--- src/rtl/pqsrc_pkg.sv ---
// Package: shared encodings and the per-source next-state rule.
// Assumes one request per cycle; the rule is pure combinational logic.
package pqsrc_pkg;

    typedef enum logic [2:0] {
        CMD_NONE,
        CMD_TRIG,
        CMD_EOI,
        CMD_SET,
        CMD_PEEK
    } cmd_e;

    localparam logic [1:0] PQ_RESET  = 2'b00;
    localparam logic [1:0] PQ_OFF    = 2'b01;
    localparam logic [1:0] PQ_PEND   = 2'b10;
    localparam logic [1:0] PQ_QUEUED = 2'b11;

    localparam logic [3:0] OP_EOI    = 4'h4;
    localparam logic [1:0] OP_SETGRP = 2'b10;

    typedef struct packed {
        logic       fwd;
        logic [1:0] pq;
    } step_t;

    // Next state and forward flag for one source given a command.
    function automatic step_t pq_step(input logic [1:0] cur, input cmd_e cmd,
                                      input logic [1:0] setv);
        step_t r;
        r.fwd = 1'b0;
        r.pq  = cur;
        unique case (cmd)
            CMD_TRIG: begin
                unique case (cur)
                    PQ_RESET:  begin r.pq = PQ_PEND; r.fwd = 1'b1; end
                    PQ_PEND:   r.pq = PQ_QUEUED;
                    PQ_QUEUED: r.pq = PQ_QUEUED;
                    default:   r.pq = cur;
                endcase
            end
            CMD_EOI: begin
                unique case (cur)
                    PQ_PEND:   r.pq = PQ_RESET;
                    PQ_QUEUED: begin r.pq = PQ_PEND; r.fwd = 1'b1; end
                    default:   r.pq = cur;
                endcase
            end
            CMD_SET:  r.pq = setv;
            default:  r.pq = cur;
        endcase
        return r;
    endfunction

endpackage

--- src/rtl/pqsrc_decode.sv ---
// Decoder: splits a request address into source index, page and
// operation and turns it into one command. Assumes ADDR_W equals
// PAGE_SHIFT + 1 + SRC_W and PAGE_SHIFT >= 5.
module pqsrc_decode
    import pqsrc_pkg::*;
#(
    parameter int NUM_SRC    = 8,
    parameter int PAGE_SHIFT = 12,
    parameter int SRC_W      = 3,
    parameter int ADDR_W     = PAGE_SHIFT + 1 + SRC_W
) (
    input  logic              req_valid,
    input  logic              req_write,
    input  logic [ADDR_W-1:0] req_addr,
    output logic [SRC_W-1:0]  dec_idx,
    output logic              dec_hit,
    output logic              dec_mgmt_ok,
    output cmd_e              dec_cmd,
    output logic [1:0]        dec_setv
);

    localparam int OP_LSB  = PAGE_SHIFT - 4;
    localparam int LOW_W   = OP_LSB;

    logic [3:0] op;
    logic       page_mgmt;
    logic       low_zero;
    logic       in_range;

    // Field extraction from the address.
    always_comb begin
        dec_idx   = req_addr[PAGE_SHIFT+1 +: SRC_W];
        page_mgmt = req_addr[PAGE_SHIFT];
        op        = req_addr[OP_LSB +: 4];
        low_zero  = ~|req_addr[LOW_W-1:0];
        in_range  = ({1'b0, dec_idx} < (SRC_W+1)'(NUM_SRC));
        dec_hit   = req_valid && in_range;
        dec_setv  = op[1:0];
    end

    // Command selection from page, direction and operation code.
    always_comb begin
        dec_cmd     = CMD_NONE;
        dec_mgmt_ok = 1'b0;
        if (dec_hit) begin
            if (!page_mgmt) begin
                if (req_write) dec_cmd = CMD_TRIG;
            end else if (low_zero) begin
                dec_mgmt_ok = 1'b1;
                if (req_write) begin
                    if (op == OP_EOI) dec_cmd = CMD_EOI;
                end else if (op[3:2] == OP_SETGRP) begin
                    dec_cmd = CMD_SET;
                end else begin
                    dec_cmd = CMD_PEEK;
                end
            end
        end
    end

endmodule

--- src/rtl/pqsrc_cell.sv ---
// State cell: holds {P,Q} for one source and applies the command
// when selected. Assumes at most one command per cycle.
module pqsrc_cell
    import pqsrc_pkg::*;
(
    input  logic       clk,
    input  logic       rst_n,
    input  logic       sel,
    input  cmd_e       cmd,
    input  logic [1:0] setv,
    output logic [1:0] pq,
    output logic       fwd
);

    step_t nxt;

    // Next state from the shared rule, masked by selection.
    always_comb begin
        nxt = pq_step(pq, sel ? cmd : CMD_NONE, setv);
        fwd = nxt.fwd;
    end

    // State register, off after reset.
    always_ff @(posedge clk) begin
        if (!rst_n) pq <= PQ_OFF;
        else        pq <= nxt.pq;
    end

endmodule

--- src/rtl/pqsrc_resp.sv ---
// Output stage: registers the load answer and the forward event so
// both appear one cycle after the request.
module pqsrc_resp #(
    parameter int DATA_W = 8,
    parameter int SRC_W  = 3
) (
    input  logic              clk,
    input  logic              rst_n,
    input  logic              ld_req,
    input  logic [1:0]        ld_pq,
    input  logic              ev_req,
    input  logic [SRC_W-1:0]  ev_idx,
    output logic              rsp_valid,
    output logic [DATA_W-1:0] rsp_data,
    output logic              evt_valid,
    output logic [SRC_W-1:0]  evt_src
);

    localparam int PAD_W = DATA_W - 2;

    // Load answer register.
    always_ff @(posedge clk) begin
        if (!rst_n) begin
            rsp_valid <= 1'b0;
            rsp_data  <= '0;
        end else begin
            rsp_valid <= ld_req;
            rsp_data  <= ld_req ? {{PAD_W{1'b0}}, ld_pq} : '0;
        end
    end

    // Forward event register.
    always_ff @(posedge clk) begin
        if (!rst_n) begin
            evt_valid <= 1'b0;
            evt_src   <= '0;
        end else begin
            evt_valid <= ev_req;
            evt_src   <= ev_req ? ev_idx : '0;
        end
    end

endmodule

--- src/rtl/pqsrc_top.sv ---
// Top: array of per-source trigger/acknowledge state cells behind an
// address decoder and a registered answer/event stage.
// Assumes a single-beat request port with one request per cycle.
module pqsrc_top
    import pqsrc_pkg::*;
#(
    parameter int NUM_SRC    = 8,
    parameter int PAGE_SHIFT = 12,
    parameter int DATA_W     = 8,
    parameter int SRC_W      = (NUM_SRC > 1) ? $clog2(NUM_SRC) : 1,
    parameter int ADDR_W     = PAGE_SHIFT + 1 + SRC_W
) (
    input  logic              clk,
    input  logic              rst_n,
    input  logic              req_valid,
    input  logic              req_write,
    input  logic [ADDR_W-1:0] req_addr,
    output logic              rsp_valid,
    output logic [DATA_W-1:0] rsp_data,
    output logic              evt_valid,
    output logic [SRC_W-1:0]  evt_src
);

    logic [SRC_W-1:0] dec_idx;
    logic             dec_hit;
    logic             dec_mgmt_ok;
    cmd_e             dec_cmd;
    logic [1:0]       dec_setv;

    logic [1:0]       pq_all [NUM_SRC];
    logic [NUM_SRC-1:0] fwd_vec;
    logic [1:0]       sel_pq;
    logic             ld_req;

    pqsrc_decode #(
        .NUM_SRC   (NUM_SRC),
        .PAGE_SHIFT(PAGE_SHIFT),
        .SRC_W     (SRC_W),
        .ADDR_W    (ADDR_W)
    ) u_dec (
        .req_valid  (req_valid),
        .req_write  (req_write),
        .req_addr   (req_addr),
        .dec_idx    (dec_idx),
        .dec_hit    (dec_hit),
        .dec_mgmt_ok(dec_mgmt_ok),
        .dec_cmd    (dec_cmd),
        .dec_setv   (dec_setv)
    );

    for (genvar g = 0; g < NUM_SRC; g++) begin : g_src
        pqsrc_cell u_cell (
            .clk (clk),
            .rst_n(rst_n),
            .sel (dec_hit && (dec_idx == SRC_W'(g))),
            .cmd (dec_cmd),
            .setv(dec_setv),
            .pq  (pq_all[g]),
            .fwd (fwd_vec[g])
        );
    end

    // Old state of the addressed source, zero when not a management load.
    always_comb begin
        sel_pq = 2'b00;
        for (int i = 0; i < NUM_SRC; i++) begin
            if (dec_idx == SRC_W'(i) && dec_hit && dec_mgmt_ok) sel_pq = pq_all[i];
        end
        ld_req = req_valid && !req_write;
    end

    pqsrc_resp #(
        .DATA_W(DATA_W),
        .SRC_W (SRC_W)
    ) u_resp (
        .clk      (clk),
        .rst_n    (rst_n),
        .ld_req   (ld_req),
        .ld_pq    (sel_pq),
        .ev_req   (|fwd_vec),
        .ev_idx   (dec_idx),
        .rsp_valid(rsp_valid),
        .rsp_data (rsp_data),
        .evt_valid(evt_valid),
        .evt_src  (evt_src)
    );

endmodule

--- config.mk ---
export PLATFORM = sky130hd
export DESIGN_NAME = pqsrc_top
export DESIGN_NICKNAME = d
export VERILOG_FILES = /design/src/rtl/pqsrc_pkg.sv /design/src/rtl/pqsrc_decode.sv /design/src/rtl/pqsrc_cell.sv /design/src/rtl/pqsrc_resp.sv /design/src/rtl/pqsrc_top.sv
export SDC_FILE = /design/constraint.sdc
export NUM_CORES = 1
export LEC_CHECK = 0
export CORE_MARGIN = 2
export CORE_UTILIZATION = 60
export DETAILED_ROUTE_END_ITERATION = 8
export DONT_BUFFER_PORTS = 1
export PLACE_DENSITY = 0.74
export SLEW_MARGIN = 20
export SYNTH_ARGS = -nofsm -noshare
export SYNTH_HDL_FRONTEND = slang
export SYNTH_SLANG_ARGS = --single-unit
--- constraint.sdc ---
create_clock -name clk -period 1.9 [get_ports clk]
set_clock_uncertainty 0.15 [all_clocks]
set_input_delay 0.095 -clock clk [delete_from_list [all_inputs] [get_ports clk]]
set_output_delay 0.095 -clock clk [all_outputs]
set_load 0.02 [all_outputs]
# After elaboration in Yosys (flattened, before gate mapping)
# Cells that the tools add are included.
classes:
  mux: 74
  n_eq_ne: 65
  reduce_logical: 55
op_table:
  columns: ["cell", "count"]
  rows:
  - ["$pmux 2 s2", 16]
  - ["$eq 3x2->1 const B", 18]
  - ["$ne 3x3->1 const B", 16]
  - ["$pmux 2 s3", 8]
  - ["$mux 3", 13]
  - ["$eq 2x2->1 const B", 17]
  - ["$eq 3x1->1 const B", 9]
  - ["$reduce_and 3->1", 8]
  - ["$reduce_bool 3->1", 8]
  - ["$mux 1", 20]
  - ["$mux 2", 9]
  - ["$logic_and 1x1->1", 17]
  - ["$logic_not 2->1", 8]
  - ["$pmux 1 s2", 8]
  - ["$reduce_or 2->1", 8]
  - ["$reduce_or 8->1", 2]
  - ["$eq 3x3->1 const B", 4]
  - ["$eq 4x3->1 const B", 1]
  - ["$reduce_and 2->1", 2]
  - ["$logic_not 3->1", 1]
  - ["$logic_not 1->1", 1]
word_totals:
  ff_bits: 29
  wordCells: 207
  out_inout_bits: 13
  input_bits: 20

# Logic depth before layout (Yosys ltp)
logic_depth:
  ltp_word: 13
  ltp_mapped: 8
  ltp_nobuf: 5

# Modules after synthesis
# From an unflattened synthesis, not the netlist that was laid out.
hier_totals:
  cells_unflattened: 286
  hier_area_um2: 2220.9
modules_own_cells:
  columns: ["mod", "area_per_inst_um2", "n_inst", "seq_area_each_um2", "cells_each"]
  rows:
  - ["pqsrc_cell", 191.4, 8, 40.0, 25]
  - ["pqsrc_top", 292.8, 1, 0.0, 47]
  - ["pqsrc_resp", 235.2, 1, 140.1, 21]
  - ["pqsrc_decode", 161.4, 1, 0.0, 18]

# Worst setup path after synthesis
# Ideal clock, no wire load.
synth_path:
  path_kind: "input to register"
  from: "in req_write"
  to: "reg g_src[7].u_cell.pq[1]"
  setup_slack_ps: 235
  n_path_buf: 3
  t_required_ps: 1612
  setup_time_ps: 138
  cell_stages: 8
  arrival_time_ps: 1378
  path_cell_list: "buf_6 and3b_2 buf_2 o21a_1 or3_1 clkbuf_2 a21oi_1 a2111oi_2"
synth_between:
  elab_chain_cells: 8
  elab_cells_between_ends: 14
  classes_between: "5 x eq/ne; 7 x mux; 2 x reduce/logical"
synth_rtl:
  columns: ["element", "line", "source"]
  rows:
  - ["start: declaration", "pqsrc_top.sv:16", "input logic req_write,"]
  - ["$mux 3", "pqsrc_decode.sv:50", "if (req_write) begin"]
  - ["$mux 3", "pqsrc_decode.sv:48", "end else if (low_zero) begin"]
  - ["$mux 3 *", "pqsrc_decode.sv:46", "if (!page_mgmt) begin"]
  - ["$mux 3 *", "pqsrc_decode.sv:45", "if (dec_hit) begin"]
  - ["$mux 3 *", "pqsrc_cell.sv:19", "nxt = pq_step(pq, sel ? cmd : CMD_NONE, setv);"]
  - ["$eq 3x2->1 / $eq 3x1->1 (equally long branches)", "pqsrc_pkg.sv:32", "unique case (cmd)"]
  - ["$ne 3x3->1 (no source line) / $reduce_bool 3->1 (equally long branches)", null, null]
  - ["$reduce_and 3->1 (no source line)", null, null]
  - ["end signal: assignment", "pqsrc_cell.sv:26", "else pq <= nxt.pq;"]
  - ["end: declaration", "pqsrc_cell.sv:11", "output logic [1:0] pq,"]
# Every way passes the cells marked *; elsewhere a longest branch is shown, timed or not.
# A chain may end at the register's enable or synchronous reset.

# Worst setup path after layout
layout_path:
  from: "reg g_src[5].u_cell.pq[0]"
  to: "reg u_resp.evt_src[1]"
layout_between:
  elab_chain_cells: 5
  elab_cells_between_ends: 7
  classes_between: "1 x eq/ne; 3 x mux; 3 x reduce/logical"
layout_rtl:
  columns: ["element", "line", "source"]
  rows:
  - ["start: declaration", "pqsrc_cell.sv:11", null]
  - ["start signal: assignment", "pqsrc_cell.sv:26", null]
  - ["$eq 2x2->1 / $logic_not 2->1 (equally long branches)", "pqsrc_pkg.sv:42, pqsrc_pkg.sv:34", null]
  - ["$mux 1, on equally long branches", "pqsrc_pkg.sv:42, pqsrc_pkg.sv:34", null]
  - ["$pmux 1 s2 *", "pqsrc_pkg.sv:32", null]
  - ["$reduce_or 8->1 *", "pqsrc_top.sv:80", ".ev_req (|fwd_vec),"]
  - ["$reduce_and 2->1 (no source line) *", null, null]
  - ["end signal: assignment", "pqsrc_resp.sv:39", "evt_src <= ev_req ? ev_idx : '0;"]
  - ["end: declaration", "pqsrc_resp.sv:16", "output logic [SRC_W-1:0] evt_src"]
# Marks and branches as above.

==> summary.txt <==
Routing
  • Pre-antenna DRT Iters: 5
  • Met2 wire length: 2500 um
  • Routed WL: 5308 um
  • Post-DR wirelength/cell: 20.18 um
  • Met3 wire len: 578 um
  • Drt drc: 0
  • DRT antenna net count: 0
  • Routed via count: 1931
  • Max Used Layer: met4
  • Initial DRC count: 169
  • Post-Route M1 WL: 2039 um
  • DR vias/cell: 7.342

Power and ir drop
  • Pwr Density: 434.5 mW/mm^2
  • Lkg Pwr: 0.6717 nW
  • VDD IR max: 0.2102 mV

Clocking
  • Post-CTS Setup Repair Bufs: 0
  • CTS Buf Count: 3
  • Clock buffer depth: 2
  • Worst skew pair latency: 0.33 ns
  • Clock transition at path regs: 0.15 ns
  • Root buffer cell: clkbuf_4
  • CTS Sinks: 23
  • CTS tree: built
  • H-tree depth: 1

STA
  • Slew margin rel.: 59.54%
  • Least-Margin Pin Slew: 0.6018 ns
  • Final slew viol count: 0
  • RSZ-0062 raised after global routing: no
  • # setup viols final: 0
  • Final TNS setup: 0 ns
  • Final hold violations: 2
  • Hold WS: -0.008670 ns
  • Max Fclk: 552.6 MHz
  • Tmin final: 1.810 ns
  • Period utilization: 95.25%

Worst setup path
  • Max FO, Critical Path: 6
  • Reg-to-reg critical path endpoint: u_resp.evt_src[1]$_SDFF_PN0_
  • Worst Setup SP: g_src[5].u_cell.pq[0]$_SDFFE_PN1P_
  • FF-to-FF Start: g_src[5].u_cell.pq[0]$_SDFFE_PN1P_
  • CP required: 2.00 ns
  • CP arrival: 1.91 ns
  • R2r setup slk: 0.09 ns
  • Type of element capturing the critical path: flip-flop
  • End of the critical path: u_resp.evt_src[1]$_SDFF_PN0_
  • WS Path Type: reg2reg
  • Reg2Reg Depth: 5
  • Worst setup SP type: flip-flop

Floorplan
  • Die width: 59.91 um
  • Starting Density: 62.46%
  • Die area: 0.003589 mm^2
  • Die height: 59.91 um
  • Core ar.: 0.003003 mm^2
  • Io pins: 33
  • Core Rows: 20

Global routing
  • GRT overflow: 0
  • Vias in the first global route: 1822
  • GRT Util Overall: 31.89%
  • Largest net degree at the start of global routing: 20
  • Initial antenna violation count: 0
  • First-pass GRT wire length: 8645 um

Finish
  • Layout cell share with drive strength beyond 1: 16.52%
  • Fillers: 268
  • Antenna cells: 0
  • Layout Utilization: 65.38%
  • Area growth, synth to finish: 4.670%
  • Nets: 251

Synthesis
  • Cell area after synthesis: 0.001876 mm^2
  • Synth area leaders: dfxtp_1, a31oi_1, nand2_1
  • Top FF cell, synth: dfxtp_1
  • Yosys reg bits: 23
  • Top-area cell type share of the netlist area: 24.55%
  • Seq/Total Area, Yosys: 24.55%
  • Synth area leader: dfxtp_1
  • Post-synthesis async set-or-reset flop share: 0%
  • Syn Inst Count: 226
  • Synthesized area per cell: 8.299 um^2
  • EDFF count, synth: 0
  • Yosys cell types: 66
  • Yosys warnings: 0

Placement
  • Port buffer count: 0
  • GPL Wtd Cong: 0.9451
  • Post-DP HPWL: 3806 um

Worst hold path
  • Hold Crit Class: in2reg
  • Hold_sp: req_addr[13]

Outcome
  • Violated checks: hold timing
  • Status: finished, violations left

Run
  • Max cap viols: 0
-- how the worst min path moves through the flow --
stage / to / slack (ns) / depth (start not counted)
finish: g_src[0].u_cell.pq[0]$_SDFFE_PN1P_ / -0.009 / 5
global route: g_src[5].u_cell.pq[0]$_SDFFE_PN1P_ / 0.01 / 3
CTS: g_src[0].u_cell.pq[0]$_SDFFE_PN1P_ / 0.0005 / 5
detailed placement: g_src[0].u_cell.pq[0]$_SDFFE_PN1P_ / 0.05 / 1
global placement: g_src[0].u_cell.pq[0]$_SDFFE_PN1P_ / 0.04 / 1
floorplan: u_resp.rsp_valid$_SDFF_PN0_ / 0.11 / 2
-- layer usage --
layer | vias up | global-route usage [%]
li1 | 876 | -
met1 | 895 | 40.26
met2 | 135 | 51.40
met3 | 25 | 6.710
met4 | 0 | 15.24
met5 | - | 0
-- sequential cells by signal, indices dropped and copies added, names as in the netlist --
signal            count
u_resp.evt_src        3
u_resp.evt_valid      1
u_resp.rsp_data       2
g_src.u_cell.pq      16
u_resp.rsp_valid      1
-- metrics by stage --
step	cell area, um^2	cells	hold slack, ns	power, mW	setup WS (ns)
after global placement	1843	250	0.03736	0.5911	0.1350
after floorplan	1894	231	0.1081	0.6180	0.2346
after global routing	1963	263	0.01149	0.8829	0.02716
final	1963	263	-0.008670	0.8530	0.09027
after CTS	1961	263	0.0005134	0.8426	0.06339
after detailed placement	1843	250	0.04905	0.5934	0.1191
-- layout by cell type (no fill, tap or decap), types with 6 or more instances in the layout --
master,n
buf_4,12
dlygate4sd3_1,9
nand3_1,10
dfxtp_1,21
o21ai_0,9
nor3_1,13
conb_1,6
nand2_1,21
a21oi_1,9
nor2_1,18
a31oi_1,15
-- cells by family (layout without fill, tap and decap cells) --
| group | count (synthesis) | count (layout) | synth area share, % |
|---|---|---|---|
| AOI/OAI and AO/OA | 74 | 74 | 30.29 |
| buffers and inverters | 29 | 28 | 10.34 |
| DFF | 23 | 23 | 24.55 |
| muxes | 3 | 3 | 2.268 |
| other | 1 | 6 | 0.1999 |
| and+or+nand+nor | 96 | 96 | 32.36 |
-- cell usage after synthesis, types with 2 or more instances --
master,number
inv_1,3
o31ai_1,5
nor3_1,13
o21ai_0,9
dfxtp_1,23
o21ai_1,2
a22oi_1,2
nand4_1,4
nand2_1,21
a2111oi_2,2
a21oi_1,9
mux2i_1,2
o211ai_1,3
buf_4,8
a2111oi_0,3
buf_2,5
clkbuf_1,6
o31ai_4,2
a31oi_1,15
nand3_1,10
buf_6,5
and4b_1,2
nand3b_1,3
a221oi_1,3
nor2_1,18
o2111ai_1,2
and4_1,2
a21oi_2,2
a32oi_1,2
a211oi_1,3
and3_1,2
-- where the power goes --
| part | total [mW] | switching (mW) | internal, mW |
|---|---|---|---|
| sequential | 0.488 | 0.00377 | 0.485 |
| clock | 0.243 | 0.164 | 0.0790 |
| combinational | 0.122 | 0.0706 | 0.0510 |
-- area by class of cell --
cell class / instances / area, um^2 / share of cell area, %
tap: 33 / 41.29 / 2.103
inverter: 3 / 11.26 / 0.5736
timing repair buffer: 21 / 180.2 / 9.178
clock inverter: 1 / 5.005 / 0.2549
multi-input combinational: 179 / 1240 / 63.16
clock buffer: 3 / 22.52 / 1.147
sequential: 23 / 462.9 / 23.58
-- repair_timing --
action | CTS | global route
endpoints found under the setup margin | 0 | 2
resized for setup | 0 | 2
hold buffers | 9 | 0
hold endpoints to repair | 20 | 0
-- worst max-delay path, cell delays in order, from the launching register on --
cell      delay (ns)
dfxtp_2         0.41
nand2_1         0.09
or4_1           0.41
a211oi_1        0.26
o31ai_1         0.19
a31oi_1         0.22
Note: power is estimated with default switching activity, not from simulation.
